**config.mk**
```make
export PLATFORM = sky130hd
export DESIGN_NAME = brg_irq_ctrl
export DESIGN_NICKNAME = d
export VERILOG_FILES = /design/src/rtl/brg_irq_pkg.sv /design/src/rtl/brg_flag_cell.sv /design/src/rtl/brg_flag_bank.sv /design/src/rtl/brg_irq_merge.sv /design/src/rtl/brg_irq_ctrl.sv
export SDC_FILE = /design/constraint.sdc
export NUM_CORES = 1
export LEC_CHECK = 0
export CORE_MARGIN = 8
export CORE_UTILIZATION = 65
export DETAILED_ROUTE_END_ITERATION = 10
export DONT_BUFFER_PORTS = 1
export PLACE_DENSITY = 0.77
export SYNTH_ARGS = -nofsm -noshare
export SYNTH_HDL_FRONTEND = slang
export SYNTH_SLANG_ARGS = --single-unit
```
**constraint.sdc**
```tcl
create_clock -name clk -period 1.6 [get_ports clk]
set_input_delay 0.24 -clock clk [delete_from_list [all_inputs] [get_ports clk]]
set_output_delay 0.24 -clock clk [all_outputs]
set_load 0.005 [all_outputs]
```
**src/rtl/brg_irq_pkg.sv**
```systemverilog
package brg_irq_pkg;

    localparam int NUM_EVT  = 10;
    localparam int REG_W    = 32;
    localparam int NUM_LINE = 3;

    typedef enum logic [3:0] {
        EV_USB_DONE   = 4'd0,
        EV_USB_FAULT  = 4'd1,
        EV_U0_PLAY_F  = 4'd2,
        EV_U0_PLAY_H  = 4'd3,
        EV_U0_CAP_F   = 4'd4,
        EV_U0_CAP_H   = 4'd5,
        EV_U1_PLAY_F  = 4'd6,
        EV_U1_PLAY_H  = 4'd7,
        EV_U1_CAP_F   = 4'd8,
        EV_U1_CAP_H   = 4'd9
    } evt_id_e;

    typedef struct packed {
        logic [NUM_EVT-1:0] en;
        logic [NUM_EVT-1:0] pend;
    } flag_set_t;

    // register bit position of the pending flag of event n
    function automatic int pend_pos(int n);
        return (n >= 2) ? n + 14 : n;
    endfunction

    // register bit position of the enable flag of event n
    function automatic int en_pos(int n);
        return (n >= 2) ? n + 22 : n + 8;
    endfunction

    // interrupt line that event n drives
    function automatic int line_of(int n);
        if (n == int'(EV_USB_FAULT)) return 0;
        if (n == int'(EV_USB_DONE))  return 1;
        return ((n - 2) % 2 == 0) ? 1 : 2;
    endfunction

    function automatic logic [NUM_EVT-1:0] group_mask(int line);
        logic [NUM_EVT-1:0] m;
        m = '0;
        for (int n = 0; n < NUM_EVT; n++)
            if (line_of(n) == line) m[n] = 1'b1;
        return m;
    endfunction

    function automatic logic [REG_W-1:0] used_bits();
        logic [REG_W-1:0] m;
        m = '0;
        for (int n = 0; n < NUM_EVT; n++) begin
            m[pend_pos(n)] = 1'b1;
            m[en_pos(n)]   = 1'b1;
        end
        return m;
    endfunction

endpackage

```
**src/rtl/brg_flag_cell.sv**
```systemverilog
module brg_flag_cell (
    input  logic clk,
    input  logic rst,
    input  logic wr,
    input  logic wr_en_bit,
    input  logic wr_pend_bit,
    input  logic evt,
    output logic en_q,
    output logic pend_q
);

    logic ack;
    assign ack = wr & ~wr_pend_bit;

    always_ff @(posedge clk) begin
        if (rst) begin
            en_q   <= 1'b0;
            pend_q <= 1'b0;
        end else begin
            if (wr) en_q <= wr_en_bit;
            pend_q <= (pend_q & ~ack) | evt;
        end
    end

    assert_evt_latch_R1: assert property (@(posedge clk) disable iff (rst)
        evt |=> pend_q);
    assert_sticky_R2: assert property (@(posedge clk) disable iff (rst)
        (pend_q && !(wr && !wr_pend_bit)) |=> pend_q);
    assert_ack_clear_R3: assert property (@(posedge clk) disable iff (rst)
        (wr && !wr_pend_bit && !evt) |=> !pend_q);
    assert_evt_wins_R4: assert property (@(posedge clk) disable iff (rst)
        (wr && !wr_pend_bit && evt) |=> pend_q);
    assert_en_load_R5: assert property (@(posedge clk) disable iff (rst)
        wr |=> (en_q == $past(wr_en_bit)));
    assert_en_hold_R5: assert property (@(posedge clk) disable iff (rst)
        !wr |=> $stable(en_q));

endmodule

```
**src/rtl/brg_flag_bank.sv**
```systemverilog
module brg_flag_bank
    import brg_irq_pkg::*;
(
    input  logic               clk,
    input  logic               rst,
    input  logic               wr,
    input  logic [REG_W-1:0]   wdata,
    input  logic [NUM_EVT-1:0] evt,
    output flag_set_t          flags
);

    for (genvar n = 0; n < NUM_EVT; n++) begin : g_cell
        localparam int PP = pend_pos(n);
        localparam int EP = en_pos(n);
        brg_flag_cell u_cell (
            .clk         (clk),
            .rst         (rst),
            .wr          (wr),
            .wr_en_bit   (wdata[EP]),
            .wr_pend_bit (wdata[PP]),
            .evt         (evt[n]),
            .en_q        (flags.en[n]),
            .pend_q      (flags.pend[n])
        );
    end

endmodule

```
**src/rtl/brg_irq_merge.sv**
```systemverilog
module brg_irq_merge
    import brg_irq_pkg::*;
#(
    parameter int LINE = 0
) (
    input  logic               clk,
    input  logic               rst,
    input  logic [NUM_EVT-1:0] hit,
    output logic               irq_q
);

    localparam logic [NUM_EVT-1:0] GRP = group_mask(LINE);

    logic any_hit;
    assign any_hit = |(hit & GRP);

    always_ff @(posedge clk) begin
        if (rst) irq_q <= 1'b0;
        else     irq_q <= any_hit;
    end

    assert_irq_rise_R10: assert property (@(posedge clk) disable iff (rst)
        $rose(irq_q) |-> $past(|(hit & GRP)));
    assert_irq_fall_R10: assert property (@(posedge clk) disable iff (rst)
        $fell(irq_q) |-> !$past(|(hit & GRP)));

endmodule

```
**src/rtl/brg_irq_ctrl.sv**
```systemverilog
module brg_irq_ctrl
    import brg_irq_pkg::*;
(
    input  logic               clk,
    input  logic               rst,
    input  logic               reg_wr,
    input  logic [REG_W-1:0]   reg_wdata,
    output logic [REG_W-1:0]   reg_rdata,
    input  logic [NUM_EVT-1:0] evt_pulse,
    output logic [NUM_LINE-1:0] irq_out
);

    localparam logic [REG_W-1:0] USED = used_bits();

    flag_set_t          flags;
    logic [NUM_EVT-1:0] hit;

    brg_flag_bank u_bank (
        .clk   (clk),
        .rst   (rst),
        .wr    (reg_wr),
        .wdata (reg_wdata),
        .evt   (evt_pulse),
        .flags (flags)
    );

    assign hit = flags.pend & flags.en;

    for (genvar l = 0; l < NUM_LINE; l++) begin : g_line
        brg_irq_merge #(.LINE(l)) u_merge (
            .clk   (clk),
            .rst   (rst),
            .hit   (hit),
            .irq_q (irq_out[l])
        );
    end

    always_comb begin
        reg_rdata = '0;
        for (int n = 0; n < NUM_EVT; n++) begin
            reg_rdata[pend_pos(n)] = flags.pend[n];
            reg_rdata[en_pos(n)]   = flags.en[n];
        end
    end

    assert_unused_zero_R12: assert property (@(posedge clk) disable iff (rst)
        (reg_rdata & ~USED) == '0);
    assert_reset_clear_R11: assert property (@(posedge clk)
        rst |=> (irq_out == '0 && reg_rdata == '0));
    assert_fault_line_R7: assert property (@(posedge clk) disable iff (rst)
        irq_out[0] |-> $past(reg_rdata[1] && reg_rdata[9]));

endmodule

```
==> reports/results.ini, run 1 <==
[outcome]
outcome=finished, final reports clean

[clock_network]
clockBufferDepth=2
post_cts_buffers=0
cts_buffers=3
cts_tree=done
path_clk_slew_ns=0.13
cts.sinks=23
h-tree-depth=1
clk_latency_ns=0.30
root_buffer=clkbuf_4
cts_resized=0

[die]
die_area_um2=3278
chipWidth_um=57.25
fp.dieH_um=57.25
row_count=15
start_util=0.6622
ios=80
coreArea_um2=1670

[timing]
final_max_slew_viol_count=0
period_minus_slack_ns=1.233
final.setup.tns_ns=0
setup-violations-final=0
relSlewSlack=0.4823
fin_crit_sh=0.7703
hold_violations=0
fmax_mhz=811.3
worstMarginPinSlew_ns=0.7739
clock_skew_ns=0.01127
rsz0062_at_grt=false

[layout]
regArea_um2=460.4
mostFrequentLayoutCells=23 x dfxtp_1, 21 x nor2_1, 12 x a21oi_1, 12 x conb_1, 10 x mux2i_1
num-fill-cells=162
finalCoreUtilization=0.5408
multiInputGateArea_um2=384.1
antennaDiodeCount=0
synthToLayoutAreaGrowth_pct=-18.33
nets=144
fin_cells=115
layout-drive-gt1-share=0.04082
mostFrequentLayoutCell=dfxtp_1

[detailed_routing]
first_iter_violations=15
wire_per_inst_um=17.70
ant_nets=0
drt-total-wl_um=2035
vias=625
drc=0
via_per_inst=5.435
firstDrtPassIters=6

[logic_synthesis]
ys_seq_area_frac=0.4163
ys_seq_elements=23
synth_cell_type_count=15
synth_area_um2=1106
syn_inst=121
syn_area_per_cell_um2=9.141
ys_warn_count=0

[placement]
dp.cells=110
dp_hpwl_um=1595
port_buffers=0
gp_congestion=0.6462

[critical_path]
timing.critical_path.cells=dlygate4sd3_1, nor2_1
crit_buf_inv=1
cp_max_fo=23
cp-end-kind=flip-flop
startpoint_type=input port
rr_worst_depth=2
critPathArrivalTime_ns=1.40
cp.depth=2
path_class=input port to flip-flop
cp_top_family=buffers and inverters
cpPeakStageDelay_ns=1.04
required_ns=1.77
slowest_stage=dlygate4sd3_1

[hold_path]
hold_class=input port to flip-flop
holdPathStages=2

[global_route]
grt_util_all_layers=0.1191
grt.overflow.total=0
antenna_found_initial=0
grt_max_degree=24
grt_first_pass_wirelength_um=3111
grt_pass1_vias=647

[power]
power.leakage_nw=0.3982
power.density_nw_per_um2=1085
ir_drop_uv=527.8

[job]
max_cap_violations=0

power breakdown:
part	internal (mW)	switching [mW]	total [mW]	leakage [nW]
registers	0.610	0.0354	0.645	0.191
clock network	0.0930	0.168	0.261	0.0177
logic	0.0371	0.0370	0.0742	0.190
routing by layer:
metal	vias to the layer above	GRT usage	share of wire
met5	-	0	0
met2	41	0.2142	0.51
li1	298	-	-
met1	284	0.1117	0.36
met3	2	0.06278	0.13
met4	0	0.04286	0.0074
stage by stage:
| step | setup slack, ns | hold WS, ns | power, mW | cell area (um2) |
|---|---|---|---|---|
| after floorplan | 0.7794 | 0.3091 | 0.7953 | 1147 |
| final | 0.3675 | 0.04606 | 0.9800 | 903.4 |
| after global placement | 0.6307 | 0.3137 | 0.7186 | 865.8 |
| after global routing | 0.2508 | 0.02033 | 1.042 | 903.4 |
| after detailed placement | 0.6284 | 0.3142 | 0.7240 | 865.8 |
| after CTS | 0.3505 | 0.03951 | 0.9901 | 903.4 |
Yosys cell counts:
| library cell | number | area (um2) |
|---|---|---|
| nand2b_1 | 9 | 56.30 |
| mux2i_1 | 10 | 100.1 |
| buf_12 | 1 | 20.02 |
| dfxtp_1 | 23 | 460.4 |
| conb_1 | 1 | 3.750 |
| nor2_1 | 21 | 78.83 |
| buf_4 | 35 | 262.8 |
| buf_2 | 1 | 5.000 |
| nand2_1 | 1 | 3.750 |
| a222oi_1 | 1 | 10.01 |
| buf_6 | 1 | 11.26 |
| a22oi_1 | 3 | 22.52 |
| clkbuf_1 | 1 | 3.750 |
| or2b_1 | 1 | 7.510 |
| a21oi_1 | 12 | 60.06 |
repair_timing:
action | 4_1_cts | 5_1_grt
setup endpoints to repair | 0 | 0
hold buffers | 1 | 0
endpoints found under the hold margin | 23 | 0
path summary, 6_finish.rpt:
path	from	endpoint	slack, ns
setup reg to reg	u_bank.g_cell[2].u_cell.pend_q$_SDFF_PP0_	g_line[1].u_merge.irq_q$_SDFF_PP0_	0.62
hold reg to reg	u_bank.g_cell[1].u_cell.en_q$_SDFFE_PP0P_	g_line[0].u_merge.irq_q$_SDFF_PP0_	0.48
hold / removal	evt_pulse[4]	u_bank.g_cell[4].u_cell.pend_q$_SDFF_PP0_	0.05
setup / recovery	rst	u_bank.g_cell[8].u_cell.pend_q$_SDFF_PP0_	0.37
cell type report:
type / count / share of cell area
well taps: 17 / 0.02355
multi-input cells: 70 / 0.4252
flip-flops and latches: 23 / 0.5097
clock inverters: 1 / 0.005540
repair buffers: 1 / 0.01108
clock buffers: 3 / 0.02493
flip-flops by register name (all words and copies together), names as in the netlist:
signal,cells
u_bank.g_cell.u_cell.pend_q,10
g_line.u_merge.irq_q,3
u_bank.g_cell.u_cell.en_q,10
cells by family after synthesis:
kind of cell           Yosys count  synth area share
buffers and inverters           39            0.2737
AND/OR/NAND/NOR                 32            0.1324
flip-flops                      23            0.4163
AO/OA/AOI/OAI                   16           0.08371
multiplexers                    10           0.09050
other                            1          0.003390
(Power assumes the default switching activity.)
==> run 2, diff against run 1 <==
--- a/config.mk
+++ b/config.mk
@@ -6,10 +6,10 @@
 export NUM_CORES = 1
 export LEC_CHECK = 0
 export CORE_MARGIN = 8
-export CORE_UTILIZATION = 65
+export CORE_UTILIZATION = 60
 export DETAILED_ROUTE_END_ITERATION = 10
 export DONT_BUFFER_PORTS = 1
-export PLACE_DENSITY = 0.77
+export PLACE_DENSITY = 0.72
 export SYNTH_ARGS = -nofsm -noshare
 export SYNTH_HDL_FRONTEND = slang
 export SYNTH_SLANG_ARGS = --single-unit
==> constraint.sdc (replaced) <==
create_clock -name clk -period 1.2 [get_ports clk]
set_input_delay 0.18 -clock clk [delete_from_list [all_inputs] [get_ports clk]]
set_output_delay 0.18 -clock clk [all_outputs]
set_load 0.005 [all_outputs]
==> reports/results.ini, run 2 (same netlist as run 1, synthesis figures left out) <==
[detailed_routing]
drc=0
firstDrtPassIters=4
via_per_inst=4.848
first_iter_violations=7
vias=640
ant_nets=0
drt-total-wl_um=2046
wire_per_inst_um=15.50

[critical_path]
rr_worst_depth=2
regToRegStartpoint=u_bank.g_cell[2].u_cell.pend_q$_SDFF_PP0_
startpoint=u_bank.g_cell[2].u_cell.pend_q$_SDFF_PP0_
cp-end-kind=flip-flop
startpoint_type=flip-flop
path_class=flip-flop to flip-flop
timing.reg2reg.setup_slack_ns=0.19
required_ns=1.35
crit_end=g_line[1].u_merge.irq_q$_SDFF_PP0_
cp_max_fo=3
critPathArrivalTime_ns=1.16
reg2reg_to=g_line[1].u_merge.irq_q$_SDFF_PP0_

[global_route]
grt_first_pass_wirelength_um=3036
grt_max_degree=24
grt_pass1_vias=642
grt_util_all_layers=0.1117
grt.overflow.total=0
antenna_found_initial=0

[layout]
antennaDiodeCount=0
mostFrequentLayoutCell=dfxtp_1
nets=153
layout-drive-gt1-share=0.02804
top_regs=u_bank.g_cell.u_cell.en_q x10, u_bank.g_cell.u_cell.pend_q x10, g_line.u_merge.irq_q x3
synthToLayoutAreaGrowth_pct=-9.163
mostFrequentLayoutCells=23 x dfxtp_1, 21 x nor2_1, 12 x a21oi_1, 12 x conb_1, 10 x mux2i_1
num-fill-cells=154

[placement]
port_buffers=0
gp_congestion=0.6428
dp_hpwl_um=1565

[clock_network]
cts_buffers=3
clk_latency_ns=0.29
cts.sinks=23
h-tree-depth=1
post_cts_buffers=0
path_clk_slew_ns=0.11
clockBufferDepth=2
root_buffer=clkbuf_4
cts_tree=done

[power]
swShare=0.2291
ir_drop_uv=791.1
pwr-share-clk=0.250
seqPwrFrac=0.657
power.density_nw_per_um2=1305
p_switching_mw=0.3004
power.leakage_nw=0.4420
combPwrFrac=0.093
p_int_mw=1.011

[die]
chipWidth_um=58.94
ios=80
die_area_um2=3473
coreArea_um2=1727
row_count=15
fp.dieH_um=58.94
start_util=0.6406

[hold_path]
hold_class=input port to flip-flop

[timing]
setup-violations-final=0
whs_ns=0.01077
period_minus_slack_ns=1.010
hold_violations=0
rsz0062_at_grt=false
worstMarginPinSlew_ns=0.7648
fin_crit_sh=0.8415
relSlewSlack=0.4901
final_max_slew_viol_count=0
clock_skew_ns=0.003447
final.setup.tns_ns=0
fmax_mhz=990.3

[job]
max_cap_violations=0

[outcome]
outcome=finished, final reports clean

==> run 2: changes by cell type in the layout (fill, tap and decap cells not counted) <==
cell            before  now
clkbuf_1             0    1
clkinv_2             1    0
dlygate4sd3_1        1    9
dlymetal6s4s_1       0    1
==> run 2: critical path: stages (launching register included) <==
cell and delay (ns):
dfxtp_1 0.36, a222oi_1 0.40, a21oi_1 0.11
==> run 2: metal layers <==
layer | track usage | vias to the layer above | share of wire
li1 | - | 322 | -
met1 | 0.1168 | 276 | 0.39
met2 | 0.1822 | 42 | 0.47
met3 | 0.06304 | 0 | 0.14
met4 | 0.04096 | 0 | 0
met5 | 0 | - | 0
==> run 2: worst min-delay path by stage <==
stage / from / endpoint / slack (ns) / cells after the start
after detailed placement: rst / g_line[2].u_merge.irq_q$_SDFF_PP0_ / 0.26 / 1
final: evt_pulse[1] / u_bank.g_cell[1].u_cell.pend_q$_SDFF_PP0_ / 0.01 / 2
after floorplan: rst / g_line[1].u_merge.irq_q$_SDFF_PP0_ / 0.25 / 1
after global placement: rst / g_line[2].u_merge.irq_q$_SDFF_PP0_ / 0.25 / 1
after CTS: evt_pulse[1] / u_bank.g_cell[1].u_cell.pend_q$_SDFF_PP0_ / 0.004 / 2
after global routing: reg_wdata[8] / u_bank.g_cell[0].u_cell.en_q$_SDFFE_PP0P_ / 0.006 / 2
==> run 2: timing repair <==
item | in CTS | in global routing
endpoints found under the setup margin | 0 | 23
hold endpoints to repair | 23 | 0
hold buffers | 10 | 0
resized for setup | 0 | 1
==> run 2: final cells by class <==
type,count,area (um2),share of cell area
sequential,23,460.4,0.4583
multi-input combinational,70,384.1,0.3823
timing repair buffer,10,102.6,0.1021
tap,25,31.28,0.03113
clock buffer,4,26.28,0.02615
==> run 2: metrics by stage <==
step | worst slack [ns] | std cells | total power [mW] | cell area, um2 | util
global placement | 0.2297 | 118 | 0.9598 | 875.8 | 0.5072
finish | 0.1902 | 132 | 1.311 | 1005 | 0.5819
CTS | 0.01344 | 132 | 1.329 | 1002 | 0.5804
global route | 0.09695 | 132 | 1.389 | 1005 | 0.5819
detailed placement | 0.2342 | 118 | 0.9645 | 875.8 | 0.5072
floorplan | 0.3805 | 132 | 1.060 | 1147 | -
==> run 2: power groups by stage <==
stage | sequential, mW | combinational [mW] | clock [mW]
floorplan | 0.855 | 0.205 | 0
global placement | 0.879 | 0.0805 | 0
detailed placement | 0.881 | 0.0839 | 0
CTS | 0.863 | 0.120 | 0.346
global route | 0.870 | 0.137 | 0.381
finish | 0.861 | 0.122 | 0.328
==> run 3, diff against run 2 <==
--- a/config.mk
+++ b/config.mk
@@ -6,10 +6,10 @@
 export NUM_CORES = 1
 export LEC_CHECK = 0
 export CORE_MARGIN = 8
-export CORE_UTILIZATION = 60
+export CORE_UTILIZATION = 54
 export DETAILED_ROUTE_END_ITERATION = 10
 export DONT_BUFFER_PORTS = 1
-export PLACE_DENSITY = 0.72
+export PLACE_DENSITY = 0.68
 export SYNTH_ARGS = -nofsm -noshare
 export SYNTH_HDL_FRONTEND = slang
 export SYNTH_SLANG_ARGS = --single-unit
==> constraint.sdc (replaced) <==
create_clock -name clk -period 0.9 [get_ports clk]
set_input_delay 0.135 -clock clk [delete_from_list [all_inputs] [get_ports clk]]
set_output_delay 0.135 -clock clk [all_outputs]
set_load 0.005 [all_outputs]
==> reports/results.ini, run 3 (same netlist as run 1, synthesis figures left out) <==
[timing]
whs_ns=-0.1152
fmax_mhz=1115
final_max_slew_viol_count=0
hold_violations=23
period_minus_slack_ns=0.8968
fin_ws_ns=0.003237
final.setup.tns_ns=0
setup-violations-final=0
rsz0062_at_grt=true
clock_skew_ns=0.003595
fin_crit_sh=0.9964

[detailed_routing]
drc=0
firstDrtPassIters=4
ant_nets=0
via_per_inst=4.838
vias=629
m1WireLength_um=731
wire_per_inst_um=15.55
top_layer=met4
drt-total-wl_um=2021
met3_length_um=296
first_iter_violations=25
dr_wl_met2_um=983

[global_route]
grt.overflow.total=0
grt_pass1_vias=676
grt_util_all_layers=0.1021
grt_first_pass_wirelength_um=2918
antenna_found_initial=0
grt_max_degree=24

[die]
start_util=0.5696
chipWidth_um=61.26
fp.dieH_um=61.26
coreArea_um2=1942
row_count=16
die_area_um2=3752
ios=80

[clock_network]
clk_latency_ns=0.30
cts_tree=done
h-tree-depth=1
cts_buffers=3
post_cts_buffers=0
cts.sinks=23
root_buffer=clkbuf_4
path_clk_slew_ns=0.12
clockBufferDepth=2

[layout]
finalCoreUtilization=0.5045
design_area_um2=979.7
synthToLayoutAreaGrowth_pct=-11.43
nets=149
mostFrequentLayoutCells=21 x nor2_1, 17 x dfxtp_1, 12 x a21oi_1, 12 x conb_1, 10 x mux2i_1
layout-drive-gt1-share=0.1456
antennaDiodeCount=0
mostFrequentLayoutCell=nor2_1
top_regs=u_bank.g_cell.u_cell.en_q x10, u_bank.g_cell.u_cell.pend_q x10, g_line.u_merge.irq_q x3

[hold_path]
hold_class=input port to flip-flop

[power]
power.density_nw_per_um2=1791
power.leakage_nw=0.4296
ir_drop_uv=1265

[critical_path]
critPathArrivalTime_ns=1.08
cp_max_fo=2
required_ns=1.08
path_class=flip-flop to flip-flop
cp-end-kind=flip-flop
startpoint_type=flip-flop

[placement]
port_buffers=0
gp_congestion=0.6194
place_ws_ns=0.01936
placed_area_um2=923.4
dp_hpwl_um=1634

[outcome]
outcome=finished with violations
violations=hold timing

[job]
max_cap_violations=0

==> run 3: cell types whose count changed in the layout (fill, tap and decap cells not counted), sizes merged <==
cell          delta
buf              +6
dlymetal6s4s     -1
dlygate4sd3      -9
==> run 3: timing repair <==
item,4_1_cts,5_1_grt
endpoints found under the setup margin,6,7
gates resized for setup,10,2
cloned,0,0
hold endpoints to repair,23,23
==> run 3: through the flow <==
stage               hold slack, ns  total power [mW]  std cells
floorplan                   0.2041             1.414        132
global placement            0.2070             1.303        126
detailed placement          0.2086             1.311        126
CTS                        -0.1272             1.775        130
global route               -0.1486             1.843        130
finish                     -0.1152             1.754        130
==> run 3: layer usage <==
layer	vias to the layer above	GRT usage
met5	-	0
met4	0	0.02990
met3	2	0.06054
met2	34	0.1806
met1	282	0.09674
li1	311	-
==> run 3: critical path, stage by stage, from the launching register on <==
cell	delay, ns
dfxtp_2	0.34
a222oi_1	0.34
a21oi_1	0.10
==> run 3: final timing paths <==
kind | from | endpoint | slack, ns | depth (start not counted)
max | u_bank.g_cell[2].u_cell.pend_q$_SDFF_PP0_ | g_line[1].u_merge.irq_q$_SDFF_PP0_ | 0.003 | 2
min | rst | u_bank.g_cell[8].u_cell.pend_q$_SDFF_PP0_ | -0.12 | 1
max reg2reg | u_bank.g_cell[2].u_cell.pend_q$_SDFF_PP0_ | g_line[1].u_merge.irq_q$_SDFF_PP0_ | 0.003 | 2
min reg2reg | u_bank.g_cell[1].u_cell.en_q$_SDFFE_PP0P_ | g_line[0].u_merge.irq_q$_SDFF_PP0_ | 0.47 | 2
==> run 3: power by group <==
group          internal [mW]  switching, mW
clock network          0.172          0.279
registers               1.09         0.0581
logic                 0.0936         0.0640
total                   1.35          0.401
==> run 3: final cells by class <==
type	instances	area, um2
clock buffers	4	26.28
flip-flops and latches	23	467.9
multi-input cells	70	384.1
well taps	27	33.78
fillers	205	962.2
repair buffers	6	67.56
